<file path="src/rtl/onmon_pkg.sv">
package onmon_pkg;

  // Saturating increment: never rolls past the top value of the counter.
  function automatic int unsigned sat_inc(input int unsigned val, input int unsigned top);
    return (val >= top) ? top : val + 1;
  endfunction

  // Limit chosen by the variant select.
  function automatic int unsigned pick_limit(input logic sel, input int unsigned lo,
                                             input int unsigned hi);
    return sel ? hi : lo;
  endfunction

  // Width needed to hold values 0..n.
  function automatic int unsigned width_for(input int unsigned n);
    return (n < 2) ? 1 : $clog2(n + 1);
  endfunction

endpackage

</file>
<file path="src/rtl/onmon_sync.sv">
module onmon_sync (
  input  logic clk,
  input  logic rst_n,
  input  logic d_i,
  output logic q_o
);
  logic meta;

  always_ff @(posedge clk or negedge rst_n) begin
    if (!rst_n) begin
      meta <= 1'b0;
      q_o  <= 1'b0;
    end else begin
      meta <= d_i;
      q_o  <= meta;
    end
  end
endmodule

</file>
<file path="src/rtl/onmon_tick.sv">
module onmon_tick #(
  parameter int unsigned TICK_DIV = 250
) (
  input  logic clk,
  input  logic rst_n,
  input  logic halt_i,
  output logic tick_o
);
  generate
    if (TICK_DIV <= 1) begin : g_every_cycle
      assign tick_o = ~halt_i;
    end else begin : g_divider
      localparam int unsigned DW = $clog2(TICK_DIV);
      logic [DW-1:0] div_q;
      assign tick_o = ~halt_i && (div_q == DW'(TICK_DIV - 1));
      always_ff @(posedge clk or negedge rst_n) begin
        if (!rst_n)      div_q <= '0;
        else if (!halt_i) div_q <= tick_o ? '0 : div_q + 1'b1;
      end
    end
  endgenerate
endmodule

</file>
<file path="src/rtl/onmon_window.sv">
module onmon_window #(
  parameter int unsigned WINDOW_TICKS = 1_000_000,
  localparam int unsigned WIN_W = onmon_pkg::width_for(WINDOW_TICKS - 1)
) (
  input  logic             clk,
  input  logic             rst_n,
  input  logic             tick_i,
  input  logic             halt_i,
  output logic [WIN_W-1:0] pos_o,
  output logic             end_o
);
  logic step;
  assign step  = tick_i && !halt_i;
  assign end_o = step && (pos_o == WIN_W'(WINDOW_TICKS - 1));

  always_ff @(posedge clk or negedge rst_n) begin
    if (!rst_n)    pos_o <= '0;
    else if (step) pos_o <= end_o ? '0 : pos_o + 1'b1;
  end

  // The window position restarts at zero right after a closing tick.
  assert_window_wrap_R1: assert property (@(posedge clk) disable iff (!rst_n)
    end_o |=> (pos_o == '0));

  // Without a tick or while halted the position does not move.
  assert_window_hold_R7: assert property (@(posedge clk) disable iff (!rst_n)
    !step |=> $stable(pos_o));
endmodule

</file>
<file path="src/rtl/onmon_accum.sv">
module onmon_accum #(
  parameter int unsigned ACC_W = 17
) (
  input  logic             clk,
  input  logic             rst_n,
  input  logic             tick_i,
  input  logic             halt_i,
  input  logic             level_i,
  input  logic             win_end_i,
  input  logic [ACC_W-1:0] limit_i,
  output logic [ACC_W-1:0] acc_o,
  output logic             trip_o
);
  import onmon_pkg::*;

  localparam int unsigned ACC_TOP = (2 ** ACC_W) - 1;

  logic             step;
  logic [ACC_W-1:0] next_acc;

  assign step     = tick_i && !halt_i;
  assign next_acc = level_i ? ACC_W'(sat_inc(int'(acc_o), ACC_TOP)) : acc_o;
  assign trip_o   = step && (next_acc > limit_i);

  always_ff @(posedge clk or negedge rst_n) begin
    if (!rst_n)
      acc_o <= '0;
    else if (step)
      acc_o <= (win_end_i && !trip_o) ? '0 : next_acc;
  end

  // Per tick the total grows by at most one unless a window clears it.
  assert_acc_step_R2: assert property (@(posedge clk) disable iff (!rst_n)
    (step && !win_end_i) |=> (acc_o >= $past(acc_o)) && (acc_o - $past(acc_o) <= 1));

  // A window closing without a fault empties the accumulator.
  assert_acc_clear_R5: assert property (@(posedge clk) disable iff (!rst_n)
    (win_end_i && step && !trip_o) |=> (acc_o == '0));

  // A crossing on the closing tick keeps its count.
  assert_collision_keep_R8: assert property (@(posedge clk) disable iff (!rst_n)
    (win_end_i && trip_o) |=> (acc_o != '0));

  // The total never wraps back to a smaller value without a window close.
  assert_no_wrap_R2: assert property (@(posedge clk) disable iff (!rst_n)
    (!win_end_i) |=> (acc_o >= $past(acc_o)));
endmodule

</file>
<file path="src/rtl/onmon_top.sv">
module onmon_top #(
  parameter int unsigned TICK_DIV     = 250,
  parameter int unsigned WINDOW_TICKS = 1_000_000,
  parameter int unsigned LIMIT_LO     = 51_200,
  parameter int unsigned LIMIT_HI     = 76_800,
  localparam int unsigned LIMIT_MAX   = (LIMIT_HI > LIMIT_LO) ? LIMIT_HI : LIMIT_LO,
  localparam int unsigned ACC_W       = onmon_pkg::width_for(LIMIT_MAX + 1),
  localparam int unsigned WIN_W       = onmon_pkg::width_for(WINDOW_TICKS - 1)
) (
  input  logic             clk,
  input  logic             rst_n,
  input  logic             clamp_on,
  input  logic             limit_sel,
  output logic             fault,
  output logic             shutdown,
  output logic [ACC_W-1:0] dbg_acc,
  output logic [WIN_W-1:0] dbg_win
);
  import onmon_pkg::*;

  // Named internal events.
  logic             clamp_s;
  logic             tick;
  logic             win_end;
  logic             trip;
  logic             halt;
  logic [ACC_W-1:0] limit_now;

  assign halt      = fault;
  assign limit_now = ACC_W'(pick_limit(limit_sel, LIMIT_LO, LIMIT_HI));

  onmon_sync u_sync (
    .clk   (clk),
    .rst_n (rst_n),
    .d_i   (clamp_on),
    .q_o   (clamp_s)
  );

  onmon_tick #(.TICK_DIV(TICK_DIV)) u_tick (
    .clk    (clk),
    .rst_n  (rst_n),
    .halt_i (halt),
    .tick_o (tick)
  );

  onmon_window #(.WINDOW_TICKS(WINDOW_TICKS)) u_win (
    .clk    (clk),
    .rst_n  (rst_n),
    .tick_i (tick),
    .halt_i (halt),
    .pos_o  (dbg_win),
    .end_o  (win_end)
  );

  onmon_accum #(.ACC_W(ACC_W)) u_acc (
    .clk       (clk),
    .rst_n     (rst_n),
    .tick_i    (tick),
    .halt_i    (halt),
    .level_i   (clamp_s),
    .win_end_i (win_end),
    .limit_i   (limit_now),
    .acc_o     (dbg_acc),
    .trip_o    (trip)
  );

  always_ff @(posedge clk or negedge rst_n) begin
    if (!rst_n) begin
      fault    <= 1'b0;
      shutdown <= 1'b0;
    end else if (trip) begin
      fault    <= 1'b1;
      shutdown <= 1'b1;
    end
  end

  // A crossing latches the fault on the next edge.
  assert_trip_latch_R4: assert property (@(posedge clk) disable iff (!rst_n)
    trip |=> fault);

  // Shutdown tracks the fault.
  assert_shutdown_pair_R6: assert property (@(posedge clk) disable iff (!rst_n)
    $rose(fault) |-> shutdown);

  // The fault is sticky.
  assert_fault_sticky_R7: assert property (@(posedge clk) disable iff (!rst_n)
    fault |=> (fault && shutdown));

  // Under a held fault nothing moves.
  assert_frozen_R7: assert property (@(posedge clk) disable iff (!rst_n)
    fault |=> ($stable(dbg_acc) && $stable(dbg_win)));
endmodule

</file>
<file path="config.mk">
export PLATFORM = sky130hd
export DESIGN_NAME = onmon_top
export DESIGN_NICKNAME = d
export VERILOG_FILES = /design/src/rtl/onmon_pkg.sv /design/src/rtl/onmon_sync.sv /design/src/rtl/onmon_tick.sv /design/src/rtl/onmon_window.sv /design/src/rtl/onmon_accum.sv /design/src/rtl/onmon_top.sv
export SDC_FILE = /design/constraint.sdc
export NUM_CORES = 1
export LEC_CHECK = 0
export ABC_AREA = 0
export BUFFER_PORTS_ARGS = -buffer_cell sky130_fd_sc_hd__buf_2
export CAP_MARGIN = 20
export CORE_MARGIN = 4
export CORE_UTILIZATION = 45
export CTS_BUF_LIST = sky130_fd_sc_hd__clkbuf_4
export CTS_CLUSTER_DIAMETER = 40
export DETAILED_ROUTE_END_ITERATION = 10
export GPL_ROUTABILITY_DRIVEN = 0
export GPL_TIMING_DRIVEN = 1
export PLACE_DENSITY = 0.64
export SYNTH_ARGS = -nofsm -noshare
export SYNTH_HDL_FRONTEND = slang
export SYNTH_HIERARCHICAL = 1
export SYNTH_SLANG_ARGS = --single-unit
</file>
<file path="constraint.sdc">
create_clock -name clk -period 6.2 [get_ports clk]
set_input_delay 0 -clock clk [delete_from_list [all_inputs] [get_ports clk]]
set_output_delay 0 -clock clk [all_outputs]
set_load 0.02 [all_outputs]
</file>
; Yosys cells after proc, flatten, opt, wreduce, memory -nomap -nowiden
; Index checks and enable logic that the tools add are counted.
[word_totals]
reg_bits = 48
latchBits = 0
ramBits = 0
romBits = 0
input_bits = 4
output_inout_bits = 39
word_cells = 27
mem_count = 0
[classes]
addsub = 3
mul = 0
div = 0
magnitude_cmp = 2
eq_ne = 2
shift = 0
muxes = 6
n_bitwise = 1
n_reduce_logical = 7
[ops]
columns = cell, n
row1 = two-way mux 17 bit, 4
row2 = "adder 20 x 1 -> 20 bit, second input constant", 1
row3 = "equality test 20 bit, second input constant", 1
row4 = two-way mux 20 bit, 1
row5 = "adder 17 x 1 -> 17 bit, second input constant", 1
row6 = ">= comparator 17 bit, second input constant", 1
row7 = > comparator 17 bit, 1
row8 = "adder 8 x 1 -> 8 bit, second input constant", 1
row9 = "equality test 8 bit, second input constant", 1
row10 = two-way mux 8 bit, 1
row11 = logical AND 1 bit, 5
row12 = zero test 1 bit, 2
row13 = inverter 1 bit, 1

; Logic depth before layout (Yosys ltp)
[logic_depth]
depth_word = 8
ltp_mapped = 19
depth_no_buf = 17

; Modules after synthesis
; Netlist, hierarchy kept.
[modules_own_cells]
columns = mod, instances, cells_each, area_each_um2, seq_area_each_um2
row1 = onmon_accum, 1, 236, 1778.0, 425.4
row2 = onmon_window, 1, 100, 1036.0, 500.5
row3 = onmon_tick, 1, 44, 456.7, 200.2
row4 = onmon_sync, 1, 2, 50.0, 50.0
row5 = onmon_top, 1, 6, 50.0, 25.0

; Worst setup path before layout
; Ideal clock, no wire load.
[synth_timing]
path_type = reg2reg
startpoint = register u_acc.acc_o[8]
endpoint = register u_acc.acc_o[13]
setup_time_ns = 0.099
t_arrival_ns = 3.656
required_time_ns = 6.101
setup_slack_ns = 2.445
stages_incl_launch_ff = 19
n_path_buf = 2
period_less_slack_ns = 3.755
cell_sequence = dfrtp_1 buf_2 nand4_1 or2_4 nor2_1 and3_1 ha_1 inv_1 o31ai_4 nand2_1 clkbuf_1 nand2_1 ha_1 nand4_1 nor3_1 o31ai_1 a31oi_1 nor2_1 a311oi_1
[synth_between]
elab_chain_len = 8
elab_cells_between_ends = 9
cone_classes = 1 x add/sub / 2 x order compare / 3 x mux / 3 x reduce/logical
[synth_rtl]
columns = element, line
row1 = "start, declared", onmon_accum.sv:11  ; output logic [ACC_W-1:0] acc_o,
row2 = "start signal, assigned", onmon_accum.sv:29  ; acc_o <= (win_end_i && !trip_o) ? '0 : next_acc;
row3 = adder 17 x 1 -> 17 bit or >= comparator 17 bit (tied branches), onmon_pkg.sv:5  ; return (val >= top) ? top : val + 1;
row4 = two-way mux 17 bit, onmon_pkg.sv:5
row5 = two-way mux 17 bit (*), onmon_accum.sv:22  ; assign next_acc = level_i ? ACC_W'(sat_inc(int'(acc_o), ACC_TOP)) : acc_o;
row6 = > comparator 17 bit, onmon_accum.sv:23  ; assign trip_o = step && (next_acc > limit_i);
row7 = logical AND 1 bit, onmon_accum.sv:23
row8 = zero test 1 bit, onmon_accum.sv:29
row9 = logical AND 1 bit, onmon_accum.sv:29
row10 = two-way mux 17 bit (*), onmon_accum.sv:29
; Every way passes the cells marked *; elsewhere a longest branch is shown, timed or not.
; A chain may end at the register's enable or synchronous reset.

; Worst setup path in the final report
; Ends and elaborated chain as after synthesis.

==> flow_summary.toml <==
[outcome]
run_status = "finished clean"

[final_layout]
fin_util_pct = 52.9
drive_above_1_share_pct = 16.8
final_design_area_no_fill_um2 = 3830
area.growth.synth_to_final_pct = 13.8
antennaDiodeCount = 0
most-common-layout-cells = "48 x sky130_fd_sc_hd__dfrtp_1, 42 x sky130_fd_sc_hd__buf_2, 32 x sky130_fd_sc_hd__inv_1, 32 x sky130_fd_sc_hd__nand2_1, 32 x sky130_fd_sc_hd__nor2_1"
nNetsFinal = 465
final_common_cell = "sky130_fd_sc_hd__dfrtp_1"

[grt]
grt-ovfl-total = 0
grt_antenna_before_repair = 0
grt_start_max_net_pins = 49
grt_pass1_wl_mm = 13.8
via_count_of_the_first_global_routing_pass = 2868
grt_use_total_pct = 19.2

[yosys]
ys_seq_elements = 48
synthesis.instances = 388
mappedNetlistArea_um2 = 3370
synthArstFlopShare_pct = 100
ys_warn_count = 6
synth-edff-count = 0
dominantRegCellSynth = "sky130_fd_sc_hd__dfrtp_1"
synth_cell_type_count = 67
synthesis.area_per_instance_um2 = 8.69
yosysSeqAreaShare_pct = 35.6

[flow_run]
drv_cap = 0

[clock_network]
clockBufferDepth = 2
post_cts.repair.setup_buffers = 0
clk-insertion-delay-late_ns = 0.36
deepest_level_of_the_cts_h_tree = 2
clkTransAtPathRegs_ns = 0.15
cts_resized = 0
cts_tree = "built"
ctsRootBufferMaster = "sky130_fd_sc_hd__clkbuf_4"
cts_inserted_buffers = 5
cts_num_sinks = 48

[routing]
detail_route.drc_violations = 0
iteration_0_drc_count_of_the_detailed_router = 128
drtAntennaViolNets = 0
detail_route.vias_per_cell = 5.50
routedWlPerCell_um = 15.0
detailedRoute.firstPassIterationCount = 4
route.final.wire_length_mm = 8.09
vias = 2964

[timing]
unrepaired_setup_endpoints_after_global_routing = "false"
slew_violations = 0
post-route-min-period_ns = 4.41
worst_slew_margin_rel_pct = 54.6
final-setup-viol-count = 0
fin_skew_ns = 0.0119
setup_tns_ns = 0
worst-slew-pin-transition_ns = 0.678
max_clock_freq_mhz = 227
finalCritPeriodShare_pct = 71.1
timing.final.hold_violations = 0

[die]
rows = 31
core_region_area_um2 = 7250
io_pins = 43
starting_density_pct = 46.5
die_area_um2 = 8940
floorplan.die.height_um = 94.5
die_width_um = 94.5

[pwr]
ir_worst_vdd_uv = 87.7
static-leakage-power_nw = 1.92
total_power_w = 0.000572
power_per_cell_area_nw_per_um2 = 149

[place]
post-dp-hpwl_mm = 6.00
dpl_cell_area_um2 = 3690
port_buffers = 42

[worst_setup_path]
critPathKind = "reg -> reg"
cp_data_arrival_time_ns = 4.67
worstSetupStartpointType = "flop"
rrSetupSlack_ns = 1.79
slowest_stage = "sky130_fd_sc_hd__a31oi_1"
critPathCaptureType = "flop"
reg2reg_from = "u_acc/acc_o[8]$_DFFE_PN0P_"
req_time_crit_path_ns = 6.46
crit-reg2reg-capture = "u_acc/acc_o[13]$_DFFE_PN0P_"
worst-r2r-cell-count = 16
cp_cell_sequence = "nand4_1, or2_4, nor2_1, and3_1, ha_1, inv_1, o31ai_4, nand2_1, nand2_1, ha_1, nand4_1, nor3_1, o31ai_1, a31oi_1, nor2_1, a311oi_1"
cp.buffers_inverters = 1
crit_family = "simple AND/OR/NAND/NOR gates"
critPathMaxFanout = 16
cp_slowest_stage_delay_ns = 0.56

[worst_hold_path]
min_path_type = "in -> async"
## registers in the layout (all words and copies together) (netlist names)
signal	count
u_win/pos_o	20
fault	1
u_tick/g_divider.div_q	8
u_acc/acc_o	17
u_sync/meta	1
u_sync/q_o	1
## Yosys cell counts, types with 7 or more instances
cell	n	area [um2]
sky130_fd_sc_hd__inv_1	32	120
sky130_fd_sc_hd__xnor2_1	16	140
sky130_fd_sc_hd__dfrtp_1	48	1200
sky130_fd_sc_hd__ha_1	22	275
sky130_fd_sc_hd__nand3_1	17	85.1
sky130_fd_sc_hd__nand2_1	32	120
sky130_fd_sc_hd__nor3_1	10	50.1
sky130_fd_sc_hd__o21ai_0	18	90.1
sky130_fd_sc_hd__a21o_1	7	52.6
sky130_fd_sc_hd__a21oi_1	22	110
sky130_fd_sc_hd__xor2_1	10	87.6
sky130_fd_sc_hd__nor2_1	32	120
sky130_fd_sc_hd__nand4_1	18	113
sky130_fd_sc_hd__and3_1	7	43.8
## how the worst max path moves through the flow
stage                                  endpoint                        from  cells past startpoint
finish              u_acc/acc_o[13]$_DFFE_PN0P_  u_acc/acc_o[8]$_DFFE_PN0P_                     16
global route         u_acc/acc_o[8]$_DFFE_PN0P_  u_acc/acc_o[8]$_DFFE_PN0P_                     16
CTS                  u_acc/acc_o[8]$_DFFE_PN0P_  u_acc/acc_o[8]$_DFFE_PN0P_                     16
detailed placement  u_acc/acc_o[13]$_DFFE_PN0P_  u_acc/acc_o[8]$_DFFE_PN0P_                     16
global placement    u_acc/acc_o[13]$_DFFE_PN0P_  u_acc/acc_o[8]$_DFFE_PN0P_                     16
floorplan           u_acc/acc_o[13]$_DFFE_PN0P_  u_acc/acc_o[8]$_DFFE_PN0P_                     18
## stage by stage
stage	setup slack, ns	hold WS, ns	cells
3_3_place_gp	2.06	0.111	528
4_1_cts	1.79	0.244	538
5_1_grt	1.19	0.0911	539
3_5_place_dp	1.84	0.110	528
6_report	1.79	0.0815	539
2_1_floorplan	2.44	-0.296	398
## kinds of logic after synthesis
| group | after synthesis | share of synthesized area [%] |
|---|---|---|
| AOI/OAI and AO/OA | 84 | 16.6 |
| xor gates and xnor gates | 26 | 6.76 |
| adders and majority gates | 22 | 8.17 |
| buffers and inverters | 47 | 5.94 |
| DFF | 48 | 35.6 |
| other | 2 | 0.223 |
| and+or+nand+nor | 159 | 26.7 |
## cell type report
class / count / area (um2)
Tap cell: 99 / 124
Clock buffer: 5 / 37.5
Clock inverter: 3 / 68.8
Timing Repair Buffer: 48 / 273
Inverter: 33 / 124
Fill cell: 699 / 3420
Multi-Input combinational cell: 303 / 2010
Sequential cell: 48 / 1200
## metal layers
layer / share of wire [%] / track usage, % / vias up
li1: - / - / 1493
met1: 47 / 25.5 / 1368
met2: 46 / 32.4 / 91
met3: 5.5 / 3.03 / 12
met4: 1.9 / 5.65 / 0
met5: 0 / 0 / -
## where the power goes
part	switching, W	leakage [nW]	internal, W
logic	0.0000138	1.22	0.00000749
registers	0.00000151	0.647	0.000314
clock network	0.000109	0.0558	0.000127
total	0.000124	1.92	0.000448
## timing repair
item / CTS / global route
endpoints found under the hold margin: 49 / 0
setup endpoints to repair: 0 / 0
hold buffers: 2 / 0
## worst register-to-register path, delay by kind of cell (launching register included)
family / cells / cell delay, ns
simple gates: 9 / 2.25
buf+inv: 1 / 0.10
fa+ha+maj: 2 / 0.35
flops: 1 / 0.52
compound gates: 4 / 1.11
Note: power is estimated with default switching activity, not from simulation.
